==> src/rtl/rxwb_pkg.sv <==
package rxwb_pkg;

  typedef enum logic [1:0] {
    MODE_ONEBUF       = 2'd0,
    MODE_SPLIT        = 2'd1,
    MODE_SPLIT_ALWAYS = 2'd2,
    MODE_RSVD         = 2'd3
  } rxwb_mode_e;

  typedef enum logic [1:0] {
    L4_NONE = 2'd0,
    L4_TCP  = 2'd1,
    L4_UDP  = 2'd2,
    L4_SCTP = 2'd3
  } rxwb_l4_e;

  // packet type bit positions (decoded by software)
  localparam int PT_W    = 7;
  localparam int PT_IP4  = 0;
  localparam int PT_IP6  = 2;
  localparam int PT_IP6E = 3;
  localparam int PT_TCP  = 4;
  localparam int PT_UDP  = 5;
  localparam int PT_SCTP = 6;
  localparam int PT_SHIFT = 4;

  // status/error word positions
  localparam int ST_DD  = 0;
  localparam int ST_EOP = 1;
  localparam int ST_HBO = 23;

  // header-info word positions
  localparam int HI_HLEN_LSB = 5;
  localparam int HI_SPH      = 15;

endpackage

==> src/rtl/rxwb_rst_sync.sv <==
module rxwb_rst_sync #(
  parameter int STAGES = 2
) (
  input  logic clk,
  input  logic rst_n,
  output logic rst_q_n
);

  logic [STAGES-1:0] sync_q;
  logic [STAGES-1:0] sync_d;

  always_comb begin
    sync_d = {sync_q[STAGES-2:0], 1'b1};
  end

  always_ff @(posedge clk or negedge rst_n) begin
    if (!rst_n) begin
      sync_q <= '0;
    end else begin
      sync_q <= sync_d;
    end
  end

  assign rst_q_n = sync_q[STAGES-1];

endmodule

==> src/rtl/rxwb_len.sv <==
module rxwb_len
  import rxwb_pkg::*;
#(
  parameter int CNT_W = 16
) (
  input  logic [1:0]       mode,
  input  logic [CNT_W-1:0] cnt0,
  input  logic [CNT_W-1:0] cnt1,
  input  logic             sph,
  input  logic             hbo,
  output logic [CNT_W-1:0] len
);

  rxwb_mode_e mode_e;

  always_comb begin
    mode_e = rxwb_mode_e'(mode);
    len    = cnt1;
    if (mode_e == MODE_SPLIT && sph == hbo) begin
      len = cnt0 + cnt1;
    end
  end

endmodule

==> src/rtl/rxwb_ptype.sv <==
module rxwb_ptype
  import rxwb_pkg::*;
(
  input  logic            ip4,
  input  logic            ip6,
  input  logic            ip6_ext,
  input  logic            ip6_filt_dis,
  input  logic [1:0]      l4,
  output logic [PT_W-1:0] ptype
);

  logic       ip_seen;
  rxwb_l4_e   l4_e;

  always_comb begin
    ptype   = '0;
    ip_seen = 1'b0;
    l4_e    = rxwb_l4_e'(l4);
    if (ip6 && !ip6_filt_dis) begin
      ip_seen = 1'b1;
      if (ip6_ext) begin
        ptype[PT_IP6E] = 1'b1;
      end else begin
        ptype[PT_IP6] = 1'b1;
      end
    end else if (ip4) begin
      ip_seen       = 1'b1;
      ptype[PT_IP4] = 1'b1;
    end
    case (l4_e)
      L4_TCP:  ptype[PT_TCP] = 1'b1;
      L4_UDP:  ptype[PT_UDP] = 1'b1;
      L4_SCTP: ptype[PT_SCTP] = ip_seen;
      default: ;
    endcase
  end

endmodule

==> src/rtl/rxwb_meta.sv <==
module rxwb_meta
  import rxwb_pkg::*;
#(
  parameter int HLEN_W = 10,
  parameter int HASH_W = 32,
  parameter int IPID_W = 16,
  parameter int RT_W   = 4,
  parameter int ST_W   = 32,
  parameter int HI_W   = 16,
  parameter int PI_W   = 16
) (
  input  logic [1:0]        mode,
  input  logic              eop,
  input  logic              sph,
  input  logic              hbo,
  input  logic [HLEN_W-1:0] hlen,
  input  logic              rss_en,
  input  logic [HASH_W-1:0] rss_hash,
  input  logic [RT_W-1:0]   rss_type,
  input  logic              pcsd,
  input  logic              ippcse,
  input  logic              ip4,
  input  logic [IPID_W-1:0] ip_id,
  input  logic [ST_W-1:0]   ext_status,
  input  logic [PT_W-1:0]   ptype,
  output logic [HI_W-1:0]   hdr_info,
  output logic [PI_W-1:0]   pkt_info,
  output logic [ST_W-1:0]   status,
  output logic [HASH_W-1:0] rss_ipid
);

  localparam logic [ST_W-1:0] OWN_MASK = (ST_W'(1) << ST_DD) |
                                         (ST_W'(1) << ST_EOP) |
                                         (ST_W'(1) << ST_HBO);

  rxwb_mode_e mode_e;
  logic       split_q;
  logic       use_rss;
  logic       use_ipid;

  always_comb begin
    mode_e   = rxwb_mode_e'(mode);
    split_q  = (mode_e == MODE_SPLIT) || (mode_e == MODE_SPLIT_ALWAYS);
    use_rss  = pcsd && rss_en;
    use_ipid = !pcsd && ippcse && ip4;

    // clear everything before composing
    hdr_info = '0;
    pkt_info = '0;
    status   = '0;
    rss_ipid = '0;

    status[ST_DD] = 1'b1;
    if (eop) begin
      status         = status | (ext_status & ~OWN_MASK);
      status[ST_EOP] = 1'b1;
      if (split_q) begin
        status[ST_HBO]                    = hbo;
        hdr_info[HI_HLEN_LSB +: HLEN_W]   = hlen;
        hdr_info[HI_SPH]                  = sph;
      end
      if (use_rss) begin
        rss_ipid           = rss_hash;
        pkt_info[RT_W-1:0] = rss_type;
      end else if (use_ipid) begin
        rss_ipid[IPID_W-1:0] = ip_id;
      end
      pkt_info[PT_SHIFT +: PT_W] = ptype;
    end
  end

endmodule

==> src/rtl/rxwb_fmt.sv <==
module rxwb_fmt
  import rxwb_pkg::*;
#(
  parameter int CNT_W       = 16,
  parameter int HLEN_W      = 10,
  parameter int HASH_W      = 32,
  parameter int IPID_W      = 16,
  parameter int RT_W        = 4,
  parameter int ST_W        = 32,
  parameter int HI_W        = 16,
  parameter int PI_W        = 16,
  parameter int SYNC_STAGES = 2
) (
  input  logic              clk,
  input  logic              rst_n,
  input  logic              in_valid,
  input  logic [1:0]        in_mode,
  input  logic              in_eop,
  input  logic [CNT_W-1:0]  in_cnt0,
  input  logic [CNT_W-1:0]  in_cnt1,
  input  logic              in_sph,
  input  logic              in_hbo,
  input  logic [HLEN_W-1:0] in_hlen,
  input  logic              in_rss_en,
  input  logic [HASH_W-1:0] in_rss_hash,
  input  logic [RT_W-1:0]   in_rss_type,
  input  logic              in_pcsd,
  input  logic              in_ippcse,
  input  logic              in_ip4,
  input  logic              in_ip6,
  input  logic              in_ip6_ext,
  input  logic              in_ip6_filt_dis,
  input  logic [1:0]        in_l4,
  input  logic [IPID_W-1:0] in_ip_id,
  input  logic [ST_W-1:0]   in_ext_status,
  output logic              out_valid,
  output logic [CNT_W-1:0]  out_len,
  output logic [HI_W-1:0]   out_hdr_info,
  output logic [PI_W-1:0]   out_pkt_info,
  output logic [ST_W-1:0]   out_status,
  output logic [HASH_W-1:0] out_rss_ipid
);

  localparam int PT_LAST = PT_SHIFT + PT_W;

  logic              rst_q_n;
  logic [CNT_W-1:0]  len_c;
  logic [PT_W-1:0]   ptype_c;
  logic [HI_W-1:0]   hdr_c;
  logic [PI_W-1:0]   pinfo_c;
  logic [ST_W-1:0]   status_c;
  logic [HASH_W-1:0] rssipid_c;

  logic              valid_d;
  logic [CNT_W-1:0]  len_d;
  logic [HI_W-1:0]   hdr_d;
  logic [PI_W-1:0]   pinfo_d;
  logic [ST_W-1:0]   status_d;
  logic [HASH_W-1:0] rssipid_d;
  logic              fld_en;

  rxwb_rst_sync #(.STAGES(SYNC_STAGES)) u_rst_sync (
    .clk     (clk),
    .rst_n   (rst_n),
    .rst_q_n (rst_q_n)
  );

  rxwb_len #(.CNT_W(CNT_W)) u_len (
    .mode (in_mode),
    .cnt0 (in_cnt0),
    .cnt1 (in_cnt1),
    .sph  (in_sph),
    .hbo  (in_hbo),
    .len  (len_c)
  );

  rxwb_ptype u_ptype (
    .ip4          (in_ip4),
    .ip6          (in_ip6),
    .ip6_ext      (in_ip6_ext),
    .ip6_filt_dis (in_ip6_filt_dis),
    .l4           (in_l4),
    .ptype        (ptype_c)
  );

  rxwb_meta #(
    .HLEN_W (HLEN_W),
    .HASH_W (HASH_W),
    .IPID_W (IPID_W),
    .RT_W   (RT_W),
    .ST_W   (ST_W),
    .HI_W   (HI_W),
    .PI_W   (PI_W)
  ) u_meta (
    .mode       (in_mode),
    .eop        (in_eop),
    .sph        (in_sph),
    .hbo        (in_hbo),
    .hlen       (in_hlen),
    .rss_en     (in_rss_en),
    .rss_hash   (in_rss_hash),
    .rss_type   (in_rss_type),
    .pcsd       (in_pcsd),
    .ippcse     (in_ippcse),
    .ip4        (in_ip4),
    .ip_id      (in_ip_id),
    .ext_status (in_ext_status),
    .ptype      (ptype_c),
    .hdr_info   (hdr_c),
    .pkt_info   (pinfo_c),
    .status     (status_c),
    .rss_ipid   (rssipid_c)
  );

  // next state
  always_comb begin
    valid_d   = in_valid;
    fld_en    = in_valid;
    len_d     = out_len;
    hdr_d     = out_hdr_info;
    pinfo_d   = out_pkt_info;
    status_d  = out_status;
    rssipid_d = out_rss_ipid;
    if (fld_en) begin
      len_d     = len_c;
      hdr_d     = hdr_c;
      pinfo_d   = pinfo_c;
      status_d  = status_c;
      rssipid_d = rssipid_c;
    end
  end

  // registers
  always_ff @(posedge clk or negedge rst_q_n) begin
    if (!rst_q_n) begin
      out_valid    <= 1'b0;
      out_len      <= '0;
      out_hdr_info <= '0;
      out_pkt_info <= '0;
      out_status   <= '0;
      out_rss_ipid <= '0;
    end else begin
      out_valid    <= valid_d;
      out_len      <= len_d;
      out_hdr_info <= hdr_d;
      out_pkt_info <= pinfo_d;
      out_status   <= status_d;
      out_rss_ipid <= rssipid_d;
    end
  end

  initial begin
    if (PT_LAST > PI_W) $error("packet type does not fit packet-info word");
    if (HI_HLEN_LSB + HLEN_W > HI_SPH) $error("header length overlaps split flag");
  end

endmodule

==> config.mk <==
export PLATFORM = sky130hd
export DESIGN_NAME = rxwb_fmt
export DESIGN_NICKNAME = d
export VERILOG_FILES = /design/src/rtl/rxwb_pkg.sv /design/src/rtl/rxwb_rst_sync.sv /design/src/rtl/rxwb_len.sv /design/src/rtl/rxwb_ptype.sv /design/src/rtl/rxwb_meta.sv /design/src/rtl/rxwb_fmt.sv
export SDC_FILE = /design/constraint.sdc
export NUM_CORES = 1
export LEC_CHECK = 0
export CORE_MARGIN = 2
export CORE_UTILIZATION = 41
export DETAILED_ROUTE_END_ITERATION = 16
export PLACE_DENSITY = 0.82
export SLEW_MARGIN = 20
export SYNTH_ARGS = -nofsm -noshare
export SYNTH_HDL_FRONTEND = slang
export SYNTH_SLANG_ARGS = --single-unit
==> constraint.sdc <==
create_clock -name clk -period 4.5 [get_ports clk]
set_clock_uncertainty 0.15 [all_clocks]
set_input_delay 0.675 -clock clk [delete_from_list [all_inputs] [get_ports clk]]
set_output_delay 0.675 -clock clk [all_outputs]
set_load 0.01 [all_outputs]
**After elaboration in Yosys (flattened, before gate mapping)**

Index checks and enable logic that the tools add are counted.

- Bits in registers: 105
- Bits in latches: 0
- RAM bits: 0
- Memory bits (read-only): 0
- Bits of input ports: 143
- Output and inout port bits: 113
- Word-level logic and storage cells: 42
- Memories: 0

- $add $sub $neg: 1
- Multiply operators: 0
- Divide/modulo/power cells: 0
- $lt $le $gt $ge: 0
- Equality and inequality tests: 6
- Shifts and indexed selects: 0
- Muxes and demuxes: 20
- Bitwise operators: 0
- Reductions and logical operators: 8

Operator list:

| operator | number |
|---|---|
| $mux W16 | 4 |
| $mux W32 | 2 |
| $mux W11 | 3 |
| $add A16 B16 Y16 | 1 |
| $mux W1 | 9 |
| $eq A2 B2 Y1 const B | 3 |
| $logic_and A1 B1 Y1 | 5 |
| $eq A2 B1 Y1 const B | 2 |
| $mux W4 | 1 |
| $logic_not A1 Y1 | 2 |
| $mux W2 | 1 |
| $eq A1 B1 Y1 | 1 |
| $logic_or A1 B1 Y1 | 1 |

**Depth between registers and ports, before layout**

- Depth after elaboration: 6
- Gate-level depth with buffers: 7
- Gate-level depth less buffers: 7

**Cells and area by module**

From an unflattened synthesis, not the netlist that was laid out.

- Cell total of the unflattened synthesis: 498
- Area, all modules: 6088.3 µm²

By module, submodules not included:

| module | times used | cells an instance | area each (µm²) | seq. area each (µm²) |
|---|---|---|---|---|
| rxwb_fmt | 1 | 237 | 4201.5 | 2827.7 |
| rxwb_len | 1 | 133 | 962.2 | 0.0 |
| rxwb_meta | 1 | 113 | 797.0 | 0.0 |
| rxwb_ptype | 1 | 12 | 73.8 | 0.0 |
| rxwb_rst_sync | 1 | 3 | 53.8 | 50.0 |

**Least setup slack after synthesis**

Ideal clock, no wire load.

- Path type: input port to flip-flop
- From: input port in_cnt0[0]
- To: register out_len[14]
- Setup time: 0.104 ns
- Data arrival time: 2.309 ns
- Required time: 4.246 ns
- Setup slack: 1.938 ns
- Cell stages on the path: 7
- Buffers on the path: 0
- Path through: ha_1 fa_1 a21o_2 a221oi_4 o21ai_2 a211o_1 o311ai_1

- Longest elaborated chain between the ends: 2

Ends and longest elaborated chain:

| element | RTL line | text |
|---|---|---|
| from (decl) | rxwb_fmt.sv:19 | `input logic [CNT_W-1:0] in_cnt0,` |
| $add A16 B16 Y16 | rxwb_len.sv:20 | `len = cnt0 + cnt1;` |
| $mux W16 | rxwb_len.sv:19 | `if (mode_e == MODE_SPLIT && sph == hbo) begin` |
| to (signal assigned) | rxwb_fmt.sv:144 | `out_len <= len_d;` |
| to (decl) | rxwb_fmt.sv:37 | `output logic [CNT_W-1:0] out_len,` |

No other way between the ends.
A chain may end at the register's enable or synchronous reset.

**Worst setup path in the final report**

- From: input port in_cnt1[0]
- To: register out_len[14]

- Longest elaborated chain between the ends: 2

Ends and longest elaborated chain:

| element | RTL line | text |
|---|---|---|
| from (decl) | rxwb_fmt.sv:20 | `input logic [CNT_W-1:0] in_cnt1,` |
| $add A16 B16 Y16 | rxwb_len.sv:20 |  |
| $mux W16 | rxwb_len.sv:19 |  |

No other way between the ends.

==> results.txt <==
The run finished with clean final reports. Global routing consumed, over all layers together, between 20% and 30% of the routing resources. The share of the clock period used by the worst path after layout came out at 63.60%. Data on the critical path arrives at its endpoint at 2.93 ns. Counting distinct cell types in the post-synthesis netlist gives 54. The slowest stage of the critical path belongs to the cell clkdlybuf4s50_1. TritonCTS built the clock tree.

The count of nets left with antenna violations once routing finished came out at 0. The total number of nets in the final design is between 900 and 1000. The start point of the worst min-delay path is u_rst_sync.sync_q[0]. Setup repair after global routing left no endpoint under its margin. The count of fill cells added during filler insertion is ~970. Setup violations remaining at the end of the flow were counted as 0.

The startpoint identified for the worst register-to-register timing path is u_rst_sync.sync_q[1]. The most frequent cell after synthesis is dfrtp_1. The later pin in the worst-skew pair is clocked with a latency of 0.34 ns.

The power density over the cells came out at 296.4 nW/um2. The total iterations of the first detailed-routing run is 4. The count of input and output buffers came out at 241. Walking the worst path, the cells encountered are clkdlybuf4s50_1, ha_1, fa_1, a21o_2, a221oi_4, o21ai_2, a211o_1, o311ai_1.

The count of cells resized by post-cts repair is 0. The Yosys warning count came out at 0. The count of boundary I/O pins came out at 256. In this run, placement finished with an instance count of 930. The share of total power consumed by net switching came out at between 20 and 30%.

Summed over all failing endpoints, the final setup total negative slack is 0 ns. The repair_antennas step left the layout with diodes totalling 0. In this run the standard cell core region covers 12160 um2.

The post-route netlist has under 10% of its cells at a drive strength greater than 1. The worst pin sits at a relative slew slack of 45.83%. The clock drives 104 sinks. The maximum ir drop on the vdd rail is roughly 0.00016 V. The share of total power in sequential cells is 44.6%. Of all nets on the critical path, the largest fanout is 4.

Combinational cells account for 23.1% of the total power. Measured along the y axis, the die boundary spans roughly 120 um. The leakage power came out at between 0.003 and 0.004 uW.

The die width is about 120 um. After the flow finishes, the layout carries non-filler instances totaling 946. After synthesis, flip-flops and latches occupy 50.50% of the total area. The commonest cells after synthesis are dfrtp_1, inv_1, nand2_1. The gate count after technology mapping came out at ~550. The area added between synthesis and finish is 53.48%. The number of buffers inserted by post-CTS setup repair came out at 0. In this run, synthesis inferred 0 flip-flops with an integrated enable. The hold-fix buffer count after cts is 0. The origin of the worst setup path is in_cnt1[0]. The share of the synthesized area in the top cell type came out at 50.50%. The worst endpoint required time is 4.57 ns.

The buffer depth of the longest clock path came out at 2. The most common flop cell mapped by yosys is dfrtp_1. The aggregate global routing overflow came out at 0.

After layout, the minimum clock period comes to 2.862 ns. dfrtp_1 takes more of the synthesized area than any other cell. Ranked by total cell area, the synthesized netlist is headed by dfrtp_1, inv_1, nand2_1.

Max-cap violations in this run came to 0. The wire length per cell came out at 15.76 um. The type of element capturing the critical path is a register. The initial core utilization came out at 42.38%. The worst hold path passes through 0 cells.

The sum of net half-perimeters after detailed placement is 11020 um. Cell internal power was estimated by the tool at 1690 uW. Routability-driven placement finished with a final weighted congestion of 0.9220. The maximum level of the CTS H-tree came out at 3. Per report_power, the clock group accounts for 32.4% of the total.

The cell area after technology mapping is 5154 um2. Clock-pin slew was measured on the worst setup and hold paths at 0.08 ns. The delay of the slowest cell on the worst path is 0.43 ns.

The number of core rows is 40. The fmax is 0.3494 GHz. The tree is rooted in a clkbuf_16. For this run, design rule violations remaining after detail routing come to 0.

The routed layout has 4768 vias. The via count of the first global-routing pass came out at between 4000 and 5000. The detail-routed via count per cell is just over 5.

The number of hold violations in the final report came out at 0. The maximum number of pins on one net before global-route repair came out at 90. The path class of the tightest hold or removal check is register to register.

Each instance of the synthesized netlist takes up on average 9.387 um2. The area of the die is 13480 um2. The number of slew-limit violations in the final report came out at 0. The first-pass GRT wire length came out at 22890 um. The number of violations reported at the end of detailed-routing iteration 0 is roughly 300. STA classifies the critical path startpoint as an input port.

Summed over all nets, the switching power comes to 654.0 uW. The synthesis-stage register bit count came out at 104. The actual transition at the worst max-transition pin is 0.8125 ns.

The initial antenna violation count came out at 0. The number of clock buffers added by TritonCTS is 9. The wire length after detailed routing came out at 14910 um. The logic depth of the worst register-to-register path came out at 1.

The share of synthesized flip-flops with an asynchronous set or reset came out at 100.0%. The setup path with the least slack is of type input port to register.
[stage by stage]
step           util (%)  total power, uW  area [um2]  hold WS, ns  worst slack (ns)
2_1_floorplan         -             1300        5191       0.1812             1.238
4_1_cts           64.99             2369        7904       0.2517             1.667
6_report          65.04             2344        7910       0.2441             1.638
3_5_place_dp      62.60             1604        7614       0.2082             1.340
3_3_place_gp      62.60             1588        7614       0.1882             1.367
5_1_grt           65.04             2462        7910       0.2683             1.555
[power groups by stage]
| stage | Combinational, uW | Clock (uW) | Sequential, uW |
|---|---|---|---|
| after CTS | 544 | 779 | 1050 |
| after floorplan | 207 | 0 | 1090 |
| after global routing | 585 | 822 | 1060 |
| after global placement | 527 | 0 | 1060 |
| after detailed placement | 541 | 0 | 1060 |
| final | 541 | 759 | 1040 |
[area by class of cell]
type,instances,area [um2],area share (%)
Timing Repair Buffer,245,2440,30.84
Inverter,72,270.3,3.417
Sequential cell,104,2606,32.95
Multi-Input combinational cell,341,2093,26.46
Tap cell,168,210.2,2.657
Clock buffer,9,225.2,2.847
Clock inverter,7,65.06,0.8225
[flip-flops by register name, summed over array words and instances (netlist names)]
signal / count
out_hdr_info: 11
out_len: 16
out_pkt_info: 10
out_rss_ipid: 32
out_status: 32
out_valid: 1
u_rst_sync.sync_q: 2
[kinds of logic after synthesis]
logic type	Yosys count	share of synthesized area [%]
other cells	2	0.1457
flops	104	50.50
mux	3	0.6312
compound gates	138	17.89
xor+xnor	12	2.039
fa+ha+maj	17	4.273
simple gates	159	14.74
buf+inv	114	9.784
[cells in the final DEF, fill, tap and decap left out, types with 9 or more instances in the layout]
cell type        count
inv_1               72
a221o_1             16
ha_1                16
nand2_1             61
clkdlybuf4s50_1    240
o21ai_0             45
conb_1              12
nor2_1              16
dfrtp_1            103
clkbuf_16            9
a21oi_1             13
nor2b_1             21
nand3_1             40
o21ai_1             25
[per-layer routing]
layer | track usage [%] | part of all wire, % | up-vias
met1 | 26.40 | 41 | 2249
met3 | 4.359 | 6.9 | 34
met4 | 8.810 | 2.8 | 0
met5 | 0 | 0 | -
met2 | 37.66 | 50 | 203
li1 | - | - | 2282
[critical path, delay by kind of cell]
family | cells | cell delay [ns]
AO/OA/AOI/OAI | 5 | 1.14
adder cells (fa/ha/maj) | 2 | 0.68
buffers and inverters | 1 | 0.43
[worst paths after layout]
check / end / slack (ns)
max reg2reg: out_rss_ipid[7] / 2.90
min in group asynchronous: out_hdr_info[8] / 0.27
min: u_rst_sync.sync_q[1] / 0.24
max: out_len[14] / 1.64
max in group asynchronous: out_rss_ipid[7] / 2.90
min reg2reg: u_rst_sync.sync_q[1] / 0.24
Note: power is estimated with default switching activity, not from simulation.
